File: src/rtl/i2c_tgt_pkg.sv
package i2c_tgt_pkg;

   // sequencer states of the target
   typedef enum logic [2:0] {
      ST_IDLE,    // waiting for a start condition
      ST_ADDR,    // shifting in the address byte
      ST_PREACK,  // eighth bit taken, waiting for SCL fall to drive ACK
      ST_ACK,     // driving ACK through the ninth clock
      ST_HOLD,    // stretching SCL until local side is ready
      ST_WBITS,   // receiving a data byte
      ST_RBITS,   // sending a data byte
      ST_RACK     // sampling controller ACK/NACK after a sent byte
   } tgt_state_e;

   localparam int ADDR_W = 7;
   localparam int BYTE_W = 8;

endpackage

File: src/rtl/i2c_line_watch.sv
module i2c_line_watch #(
   parameter int SYNC_STAGES = 2
) (
   input  logic clk,
   input  logic rst_n,
   input  logic scl_raw,
   input  logic sda_raw,
   output logic scl_lvl,
   output logic sda_lvl,
   output logic scl_rise,
   output logic scl_fall,
   output logic start_ev,
   output logic stop_ev
);

   generate
      if (SYNC_STAGES < 2) begin : g_bad_sync
         $error("i2c_line_watch: SYNC_STAGES must be at least 2");
      end
   endgenerate

   logic [SYNC_STAGES-1:0] scl_chain;
   logic [SYNC_STAGES-1:0] sda_chain;
   logic                   scl_q;
   logic                   sda_q;

   // idle bus lines sit high, so every flop resets to 1
   always_ff @(posedge clk or negedge rst_n) begin
      if (!rst_n) begin
         scl_chain <= '1;
         sda_chain <= '1;
         scl_q     <= 1'b1;
         sda_q     <= 1'b1;
      end else begin
         scl_chain <= {scl_chain[SYNC_STAGES-2:0], scl_raw};
         sda_chain <= {sda_chain[SYNC_STAGES-2:0], sda_raw};
         scl_q     <= scl_chain[SYNC_STAGES-1];
         sda_q     <= sda_chain[SYNC_STAGES-1];
      end
   end

   assign scl_lvl  = scl_chain[SYNC_STAGES-1];
   assign sda_lvl  = sda_chain[SYNC_STAGES-1];
   assign scl_rise = scl_lvl & ~scl_q;
   assign scl_fall = ~scl_lvl & scl_q;
   // SDA edges that occur with SCL high on both samples are bus conditions
   assign start_ev = scl_lvl & scl_q & sda_q & ~sda_lvl;
   assign stop_ev  = scl_lvl & scl_q & ~sda_q & sda_lvl;

endmodule

File: src/rtl/i2c_addr_match.sv
module i2c_addr_match #(
   parameter int NUM_ADDR = 4,
   parameter int IDX_W    = 2
) (
   input  logic [6:0]            probe,
   input  logic [NUM_ADDR*7-1:0] table_flat,
   output logic                  hit,
   output logic [IDX_W-1:0]      idx
);

   logic [NUM_ADDR-1:0] eq;

   generate
      for (genvar g = 0; g < NUM_ADDR; g++) begin : g_cmp
         assign eq[g] = (table_flat[g*7 +: 7] == probe);
      end
   endgenerate

   // scan from the top so the lowest matching index is the one kept
   always_comb begin
      hit = |eq;
      idx = '0;
      for (int i = NUM_ADDR - 1; i >= 0; i--) begin
         if (eq[i]) idx = IDX_W'(i);
      end
   end

endmodule

File: src/rtl/i2c_multi_target.sv
module i2c_multi_target
   import i2c_tgt_pkg::*;
#(
   parameter int  NUM_ADDR    = 4,
   parameter int  SYNC_STAGES = 2,
   localparam int IDX_W       = (NUM_ADDR > 1) ? $clog2(NUM_ADDR) : 1
) (
   input  logic                  clk,
   input  logic                  rst_n,
   input  logic                  scl_in,
   input  logic                  sda_in,
   output logic                  scl_drive_low,
   output logic                  sda_drive_low,
   input  logic [NUM_ADDR*7-1:0] own_addrs,
   input  logic                  local_ready,
   input  logic [7:0]            tx_data,
   output logic [7:0]            rx_data,
   output logic                  rx_strobe,
   output logic                  tx_request,
   output logic                  addr_hit,
   output logic [IDX_W-1:0]      hit_index,
   output logic                  is_read
);

   generate
      if (NUM_ADDR < 1 || NUM_ADDR > 4) begin : g_bad_cfg
         $error("i2c_multi_target: NUM_ADDR must be 1 to 4");
      end
   endgenerate

   localparam int CNT_W = $clog2(BYTE_W);

   logic             scl_lvl, sda_lvl, scl_rise, scl_fall, start_ev, stop_ev;
   logic             m_hit;
   logic [IDX_W-1:0] m_idx;
   tgt_state_e       state;
   logic [7:0]       shreg;
   logic [CNT_W-1:0] bit_cnt;
   logic             ctl_ack;

   i2c_line_watch #(.SYNC_STAGES(SYNC_STAGES)) u_watch (
      .clk      (clk),
      .rst_n    (rst_n),
      .scl_raw  (scl_in),
      .sda_raw  (sda_in),
      .scl_lvl  (scl_lvl),
      .sda_lvl  (sda_lvl),
      .scl_rise (scl_rise),
      .scl_fall (scl_fall),
      .start_ev (start_ev),
      .stop_ev  (stop_ev)
   );

   // at the eighth rise shreg[6:0] holds the seven address bits
   i2c_addr_match #(.NUM_ADDR(NUM_ADDR), .IDX_W(IDX_W)) u_match (
      .probe      (shreg[6:0]),
      .table_flat (own_addrs),
      .hit        (m_hit),
      .idx        (m_idx)
   );

   always_ff @(posedge clk or negedge rst_n) begin
      if (!rst_n) begin
         state         <= ST_IDLE;
         shreg         <= '0;
         bit_cnt       <= '0;
         ctl_ack       <= 1'b0;
         scl_drive_low <= 1'b0;
         sda_drive_low <= 1'b0;
         rx_data       <= '0;
         rx_strobe     <= 1'b0;
         tx_request    <= 1'b0;
         addr_hit      <= 1'b0;
         hit_index     <= '0;
         is_read       <= 1'b0;
      end else begin
         addr_hit   <= 1'b0;
         rx_strobe  <= 1'b0;
         tx_request <= 1'b0;
         if (start_ev) begin
            state         <= ST_ADDR;
            bit_cnt       <= '0;
            scl_drive_low <= 1'b0;
            sda_drive_low <= 1'b0;
         end else if (stop_ev) begin
            state         <= ST_IDLE;
            scl_drive_low <= 1'b0;
            sda_drive_low <= 1'b0;
         end else begin
            unique case (state)
               ST_IDLE: ;
               ST_ADDR: begin
                  if (scl_rise) begin
                     shreg   <= {shreg[6:0], sda_lvl};
                     bit_cnt <= bit_cnt + 1'b1;
                     if (bit_cnt == CNT_W'(BYTE_W - 1)) begin
                        if (m_hit) begin
                           state     <= ST_PREACK;
                           addr_hit  <= 1'b1;
                           hit_index <= m_idx;
                           is_read   <= sda_lvl;
                        end else begin
                           state <= ST_IDLE;
                        end
                     end
                  end
               end
               ST_PREACK: begin
                  if (scl_fall) begin
                     sda_drive_low <= 1'b1;
                     state         <= ST_ACK;
                  end
               end
               ST_ACK: begin
                  if (scl_fall) begin
                     sda_drive_low <= 1'b0;
                     scl_drive_low <= 1'b1;
                     tx_request    <= is_read;
                     state         <= ST_HOLD;
                  end
               end
               ST_HOLD: begin
                  if (local_ready) begin
                     scl_drive_low <= 1'b0;
                     bit_cnt       <= '0;
                     if (is_read) begin
                        shreg         <= tx_data;
                        sda_drive_low <= ~tx_data[7];
                        state         <= ST_RBITS;
                     end else begin
                        state <= ST_WBITS;
                     end
                  end
               end
               ST_WBITS: begin
                  if (scl_rise) begin
                     shreg   <= {shreg[6:0], sda_lvl};
                     bit_cnt <= bit_cnt + 1'b1;
                     if (bit_cnt == CNT_W'(BYTE_W - 1)) begin
                        rx_data   <= {shreg[6:0], sda_lvl};
                        rx_strobe <= 1'b1;
                        state     <= ST_PREACK;
                     end
                  end
               end
               ST_RBITS: begin
                  if (scl_fall) begin
                     if (bit_cnt == CNT_W'(BYTE_W - 1)) begin
                        sda_drive_low <= 1'b0;
                        ctl_ack       <= 1'b0;
                        state         <= ST_RACK;
                     end else begin
                        shreg         <= {shreg[6:0], 1'b0};
                        sda_drive_low <= ~shreg[6];
                        bit_cnt       <= bit_cnt + 1'b1;
                     end
                  end
               end
               ST_RACK: begin
                  if (scl_rise) begin
                     ctl_ack <= ~sda_lvl;
                  end else if (scl_fall) begin
                     if (ctl_ack) begin
                        scl_drive_low <= 1'b1;
                        tx_request    <= 1'b1;
                        state         <= ST_HOLD;
                     end else begin
                        state <= ST_IDLE;
                     end
                  end
               end
               default: state <= ST_IDLE;
            endcase
         end
      end
   end

   // ---------------- assertions ----------------
   p_hit_entry_r3: assert property (@(posedge clk) disable iff (!rst_n)
      addr_hit |-> (own_addrs[int'(hit_index)*7 +: 7] == shreg[7:1]));

   p_idle_released_r4: assert property (@(posedge clk) disable iff (!rst_n)
      (state == ST_IDLE) |-> (!sda_drive_low && !scl_drive_low));

   p_sda_moves_scl_low_r5: assert property (@(posedge clk) disable iff (!rst_n)
      ((sda_drive_low != $past(sda_drive_low)) && !$past(start_ev) && !$past(stop_ev))
         |-> !$past(scl_lvl));

   p_stretch_holds_r6: assert property (@(posedge clk) disable iff (!rst_n)
      (scl_drive_low && !local_ready && !start_ev && !stop_ev) |=> scl_drive_low);

   p_strobes_exclusive_r7: assert property (@(posedge clk) disable iff (!rst_n)
      $onehot0({addr_hit, rx_strobe, tx_request}));

   p_request_while_held_r8: assert property (@(posedge clk) disable iff (!rst_n)
      tx_request |-> (scl_drive_low && is_read));

   p_ack_slot_released_r9: assert property (@(posedge clk) disable iff (!rst_n)
      (state == ST_RACK) |-> !sda_drive_low);

endmodule

File: config.mk
export PLATFORM = sky130hd
export DESIGN_NAME = i2c_multi_target
export DESIGN_NICKNAME = d
export VERILOG_FILES = /design/src/rtl/i2c_tgt_pkg.sv /design/src/rtl/i2c_line_watch.sv /design/src/rtl/i2c_addr_match.sv /design/src/rtl/i2c_multi_target.sv
export SDC_FILE = /design/constraint.sdc
export NUM_CORES = 1
export LEC_CHECK = 0
export ABC_AREA = 1
export ABC_CLOCK_PERIOD_IN_PS = 2040
export BUFFER_PORTS_ARGS = -buffer_cell sky130_fd_sc_hd__buf_4
export CAP_MARGIN = 10
export CORE_UTILIZATION = 30
export CTS_BUF_LIST = sky130_fd_sc_hd__clkbuf_8
export DETAILED_ROUTE_END_ITERATION = 16
export PLACE_DENSITY = 0.55
export RECOVER_POWER = 50
export SLEW_MARGIN = 20
export SYNTH_ARGS = -nofsm -noshare
export SYNTH_HDL_FRONTEND = slang
export SYNTH_SLANG_ARGS = --single-unit
File: constraint.sdc
create_clock -name clk -period 2.04 [get_ports clk]
set_input_delay 0.204 -clock clk [delete_from_list [all_inputs] [get_ports clk]]
set_output_delay 0.204 -clock clk [all_outputs]
set_load 0.02 [all_outputs]
## Yosys cells after proc, flatten, opt, wreduce, memory -nomap -nowiden

Cells that the tools add are included.
W data, S select, Z words.

| word-level totals | value |
|---|---|
| register bits after elaboration | 36 |
| word-level logic and storage cells | 157 |
| output and inout port bits | 16 |
| input bits | 41 |

| cells by class | value |
|---|---|
| bitwise logic cells | 15 |
| reduce and logical (&&, ||, !) cells | 16 |
| $add $sub $neg | 1 |
| muxes and demuxes | 72 |
| eq/ne operators | 37 |

Operators with widths:

| operator | number |
|---|---|
| $mux W3 | 20 |
| $ne A4 B4 Y1 const B | 13 |
| $mux W7 | 5 |
| $mux W1 | 34 |
| $reduce_and A6 Y1 | 5 |
| $eq A7 B7 Y1 | 4 |
| $pmux W3 S7 | 1 |
| $pmux W7 S3 | 1 |
| $eq A3 B3 Y1 const B | 5 |
| $ne A2 B2 Y1 const B | 7 |
| $mux W2 | 6 |
| $reduce_and A12 Y1 | 1 |
| $ne A3 B3 Y1 const B | 3 |
| $pmux W3 S3 | 1 |
| $reduce_bool A9 Y1 | 1 |
| $not A1 Y1 | 8 |
| $reduce_and A8 Y1 | 1 |
| $and A1 B1 Y1 | 7 |
| $eq A3 B2 Y1 const B | 2 |
| $reduce_bool A6 Y1 | 1 |
| $reduce_and A5 Y1 | 1 |
| $reduce_bool A5 Y1 | 1 |
| $pmux W1 S2 | 2 |
| $pmux W1 S4 | 1 |
| other kinds (10) | 10 |

## Longest topological paths before layout

| logic depth | value |
|---|---|
| word-level depth | 8 |
| gate-level depth with buffers | 13 |

## Hierarchy

Synthesis repeated with hierarchy kept, for this count alone.

| second synthesis, totals | value |
|---|---|
| cells, all modules | 350 |
| area total of the unflattened synthesis | 2,449.8 µm² |

Modules (own cells, without submodules):

| module | cells each | instances | area each (µm²) | sequential area each (µm²) |
|---|---|---|---|---|
| i2c_multi_target | 234 | 1 | 1,773.0 | 750.7 |
| i2c_addr_match | 99 | 1 | 478.0 | 0.0 |
| i2c_line_watch | 17 | 1 | 198.9 | 157.7 |

## Worst setup path before layout

OpenSTA, ideal clock, no wires.

| timing path | value |
|---|---|
| kind | reg-to-reg |
| from | register u_watch.sda_chain[1] |
| to | register shreg[3] |
| slack | 0.510 ns |
| clock period less this slack | 1.530 ns |
| arrival | 1.406 ns |
| stages on the path, launching flop included | 9 |
| setup time | 0.124 ns |
| cell sequence | dfstp_2 inv_2 nand2_1 nor2_4 nor2_8 nand2_1 nor3_4 buf_6 o21ai_1 |

| on the way | value |
|---|---|
| cells in the longest elaborated chain, start to end | 4 |
| elaborated cells on any way between the ends | 6 |
| those cells by class | bitwise: 5; reduce/logical: 1 |

Ends and longest elaborated chain:

| what | RTL line | source |
|---|---|---|
| start: declaration | i2c_line_watch.sv:23 | `logic [SYNC_STAGES-1:0] sda_chain;` |
| start signal: assignment | i2c_line_watch.sv:36 | `sda_chain <= {sda_chain[SYNC_STAGES-2:0], sda_raw};` |
| $not A1 Y1 | i2c_line_watch.sv:47 | `assign start_ev = scl_lvl & scl_q & sda_q & ~sda_lvl;` |
| $and A1 B1 Y1 | i2c_line_watch.sv:47 |  |
| $not A1 Y1 (no source line) | -- |  |
| $reduce_and A8 Y1 (no source line) (*) | -- |  |
| end signal: assignment | i2c_multi_target.sv:94 | `shreg <= {shreg[6:0], sda_lvl};` |
| end signal: assignment | i2c_multi_target.sv:127 | `shreg <= tx_data;` |
| end signal: assignment | i2c_multi_target.sv:137 | `shreg <= {shreg[6:0], sda_lvl};` |
| end: declaration | i2c_multi_target.sv:37 | `logic [7:0] shreg;` |

Mark *: on every way between the ends. The rest lies on a longest branch, timed or not.
A chain may end at the register's enable or synchronous reset.

## Worst setup path after layout

| timing path | value |
|---|---|
| from | register bit_cnt[0] |
| to | register is_read |

| on the way | value |
|---|---|
| cells in the longest elaborated chain, start to end | 2 |

Ends and longest elaborated chain:

| what | RTL line | source |
|---|---|---|
| start: declaration | i2c_multi_target.sv:38 | `logic [CNT_W-1:0] bit_cnt;` |
| start signal: assignment | i2c_multi_target.sv:95 | `bit_cnt <= bit_cnt + 1'b1;` |
| start signal: assignment | i2c_multi_target.sv:138 | `bit_cnt <= bit_cnt + 1'b1;` |
| start signal: assignment | i2c_multi_target.sv:155 | `bit_cnt <= bit_cnt + 1'b1;` |
| $eq A3 B3 Y1 | i2c_multi_target.sv:96 | `if (bit_cnt == CNT_W'(BYTE_W - 1)) begin` |
| $reduce_and A6 Y1 (no source line) | -- |  |
| end signal: assignment | i2c_multi_target.sv:101 | `is_read <= sda_lvl;` |
| end: declaration | i2c_multi_target.sv:22 | `output logic is_read` |

No other way between the ends.

==> results.yml <==
logic_synthesis:
  synth_top_area_share: 0.3106
  synth_cells: 357
  synth_commonest_cells: "nand2_1 (126), inv_1 (47), nor2_1 (33)"
  synthFlopType: "dfrtp_1"
  synth.top_cells.by_area: "dfrtp_1 (31%), nand2_1 (20%), inv_1 (7.3%)"
  async_reset_ff_frac: 1.000
  synth_cell_types: 32
  synth-seq-cells: 36
  synth_edf_count: 0
  synth_area_mm2: 0.002417
  yosysSeqAreaShare: 0.3758
  yosysWarnings: 0
  syn-num-nets: 400
  yosysMostFrequentCell: "nand2_1"
  syn_avg_cell_area_um2: 6.771
  synth_area_leader_cell: "dfrtp_1"
clocking:
  clock_path_buffers: 2
  clock_latency_ps: 290
  cts_root_buf: "clkbuf_8"
  cts_buffers: 5
  clock_sinks: 36
  htree_levels: 2
  tritoncts: "built"
  cts_resized: 0
  clk_pin_slew_ps: 80
min_path:
  hp-class: "in2reg"
timing:
  finalSetupViolCount: 0
  fin_crit_ps: 1861
  rsz0062_at_grt: "no"
  fmax_ghz: 0.5374
  finalClockSkew_ps: 4.462
  slew_viol_final: 0
  maxSlewHeadroom: 0.4204
  tightest_slew_ps: 869.5
  fin_setup_tns_ps: 0
  whs_ps: 16.93
  post-route-period-util: 0.9122
  hold_viol: 0
pwr:
  pwr_density_cell_mw_per_mm2: 981.7
  ir_drop_v: 0.0002674
  p_leak_nw: 1.618
  total_power_mw: 2.971
drt:
  drc: 0
  drt_first_pass_iters: 4
  routedWlPerCell_um: 11.56
  drtAntennaViolNets: 0
  viasPerCell: 4.481
  via_count: 2321
  drt_iter0_markers: 109
  routed_wl_mm: 5.986
global_route:
  grt-ovfl-total: 0
  track_usage: 0.1556
  grt_pass1_vias: 2302
  grt_max_degree: 37
  grt_pass1_wl_mm: 10.43
  antenna_found_initial: 0
finish:
  multi_input_area_mm2: 0.001270
  regArea_um2: 908.4
  diodes: 0
  design_area_mm2: 0.003027
  nFillCells: 813
  area_delta_synth_final_pct: 25.21
  drive_gt1_frac: 0.2284
  nNetsFinal: 458
placed_design:
  gp_congestion: 0.9110
  placed_area_mm2: 0.002929
  place.detailed.hpwl_mm: 4.781
  io_buffers: 56
die:
  initial_core_util: 0.3112
  dieArea_mm2: 0.008421
  ioPinCount: 57
  core_mm2: 0.007767
  rows: 32
  die_w_um: 91.77
  die_h_um: 91.77
run_status:
  outcome: "finished clean"
critical_path:
  arrival_ps: 2090
  cp-start-kind: "register"
  critical_path_class: "reg2reg"
  critPathCaptureType: "register"
  cp.required_ps: 2270
  crit_fanout: 4
run:
  max_cap_viol_count: 0
## cells in the final DEF, fill, tap and decap left out, types with 2 or more instances in the layout
cell type	n
xor2_1	4
dfrtp_1	30
clkbuf_8	6
dfstp_2	4
nand3_1	19
nand2_1	126
o21ai_1	13
xnor2_1	9
inv_2	5
clkbuf_1	2
clkbuf_4	2
nand2_2	9
ha_1	2
nor2_4	2
nor2_2	3
inv_1	47
clkinvlp_4	2
o21ai_0	14
buf_4	52
nor2_1	33
dfstp_1	2
o21ai_2	4
a21oi_1	13
## worst max-delay path, cell delays in order (launching register included)
cell     delay, ps
dfrtp_1        380
ha_1           160
ha_1           170
nand3_1        170
nor4_1         450
nand2_1        180
nand2_1        150
nand2_1         80
nand2_1         60
## layout make-up
| class | instances | share of cell area |
|---|---|---|
| Clock buffer | 6 | 0.02728 |
| Clock inverter | 2 | 0.004961 |
| Inverter | 52 | 0.06449 |
| Multi-Input combinational cell | 262 | 0.4196 |
| Sequential cell | 36 | 0.3001 |
| Tap cell | 102 | 0.04217 |
| Timing Repair Buffer | 58 | 0.1414 |
## final timing paths
kind / from / to / slack (ps) / cells past startpoint
max: bit_cnt[0]$_DFFE_PN0P_ / is_read$_DFFE_PN0P_ / 180 / 8
max reg2reg: bit_cnt[0]$_DFFE_PN0P_ / is_read$_DFFE_PN0P_ / 180 / 8
min: scl_in / u_watch.scl_chain[0]$_DFF_PN1_ / 20 / 1
min reg2reg: u_watch.sda_chain[0]$_DFF_PN1_ / u_watch.sda_chain[1]$_DFF_PN1_ / 360 / 0
min in group asynchronous: rst_n / tx_request$_DFF_PN0_ / 560 / 2
max in group asynchronous: rst_n / shreg[1]$_DFFE_PN0P_ / 930 / 2
## power breakdown
group          leakage [nW]  internal (mW)  total (mW)  switching (mW)
registers             0.456          0.852        1.08           0.226
logic                  1.12          0.528        1.35           0.827
clock network        0.0434          0.273       0.540           0.266
## registers in the layout, summed over array words and instances (netlist names), 2 cells and up
signal,flops
u_watch.scl_chain,2
state,3
bit_cnt,3
shreg,7
hit_index,2
u_watch.sda_chain,2
rx_data,8
## stage by stage
stage	util	instances	worst slack [ps]
after global placement	0.3771	509	202.3
after floorplan	-	357	509.7
after global routing	0.3897	518	34.27
final	0.3897	518	179.1
after detailed placement	0.3771	509	238.1
after CTS	0.3909	518	209.4
## what timing repair did
action                                 4_1_cts  5_1_grt
hold buffers                                 1        0
endpoints found under the hold margin       30        0
setup buffers                                0        0
## layer usage
metal | vias up | wire length, µm | global-route usage
li1 | 1223 | - | -
met1 | 1039 | 2933 | 0.2093
met2 | 51 | 2731 | 0.2519
met3 | 8 | 259 | 0.03068
met4 | 0 | 62 | 0.04818
met5 | - | 0 | 0
## cell families after synthesis
kind of cell | synth area share
simple gates | 0.3608
buf+inv | 0.09886
fa+ha+maj | 0.01035
flops | 0.3758
xor+xnor | 0.04710
compound gates | 0.1071
No activity file was read; power rests on OpenSTA's default activity.
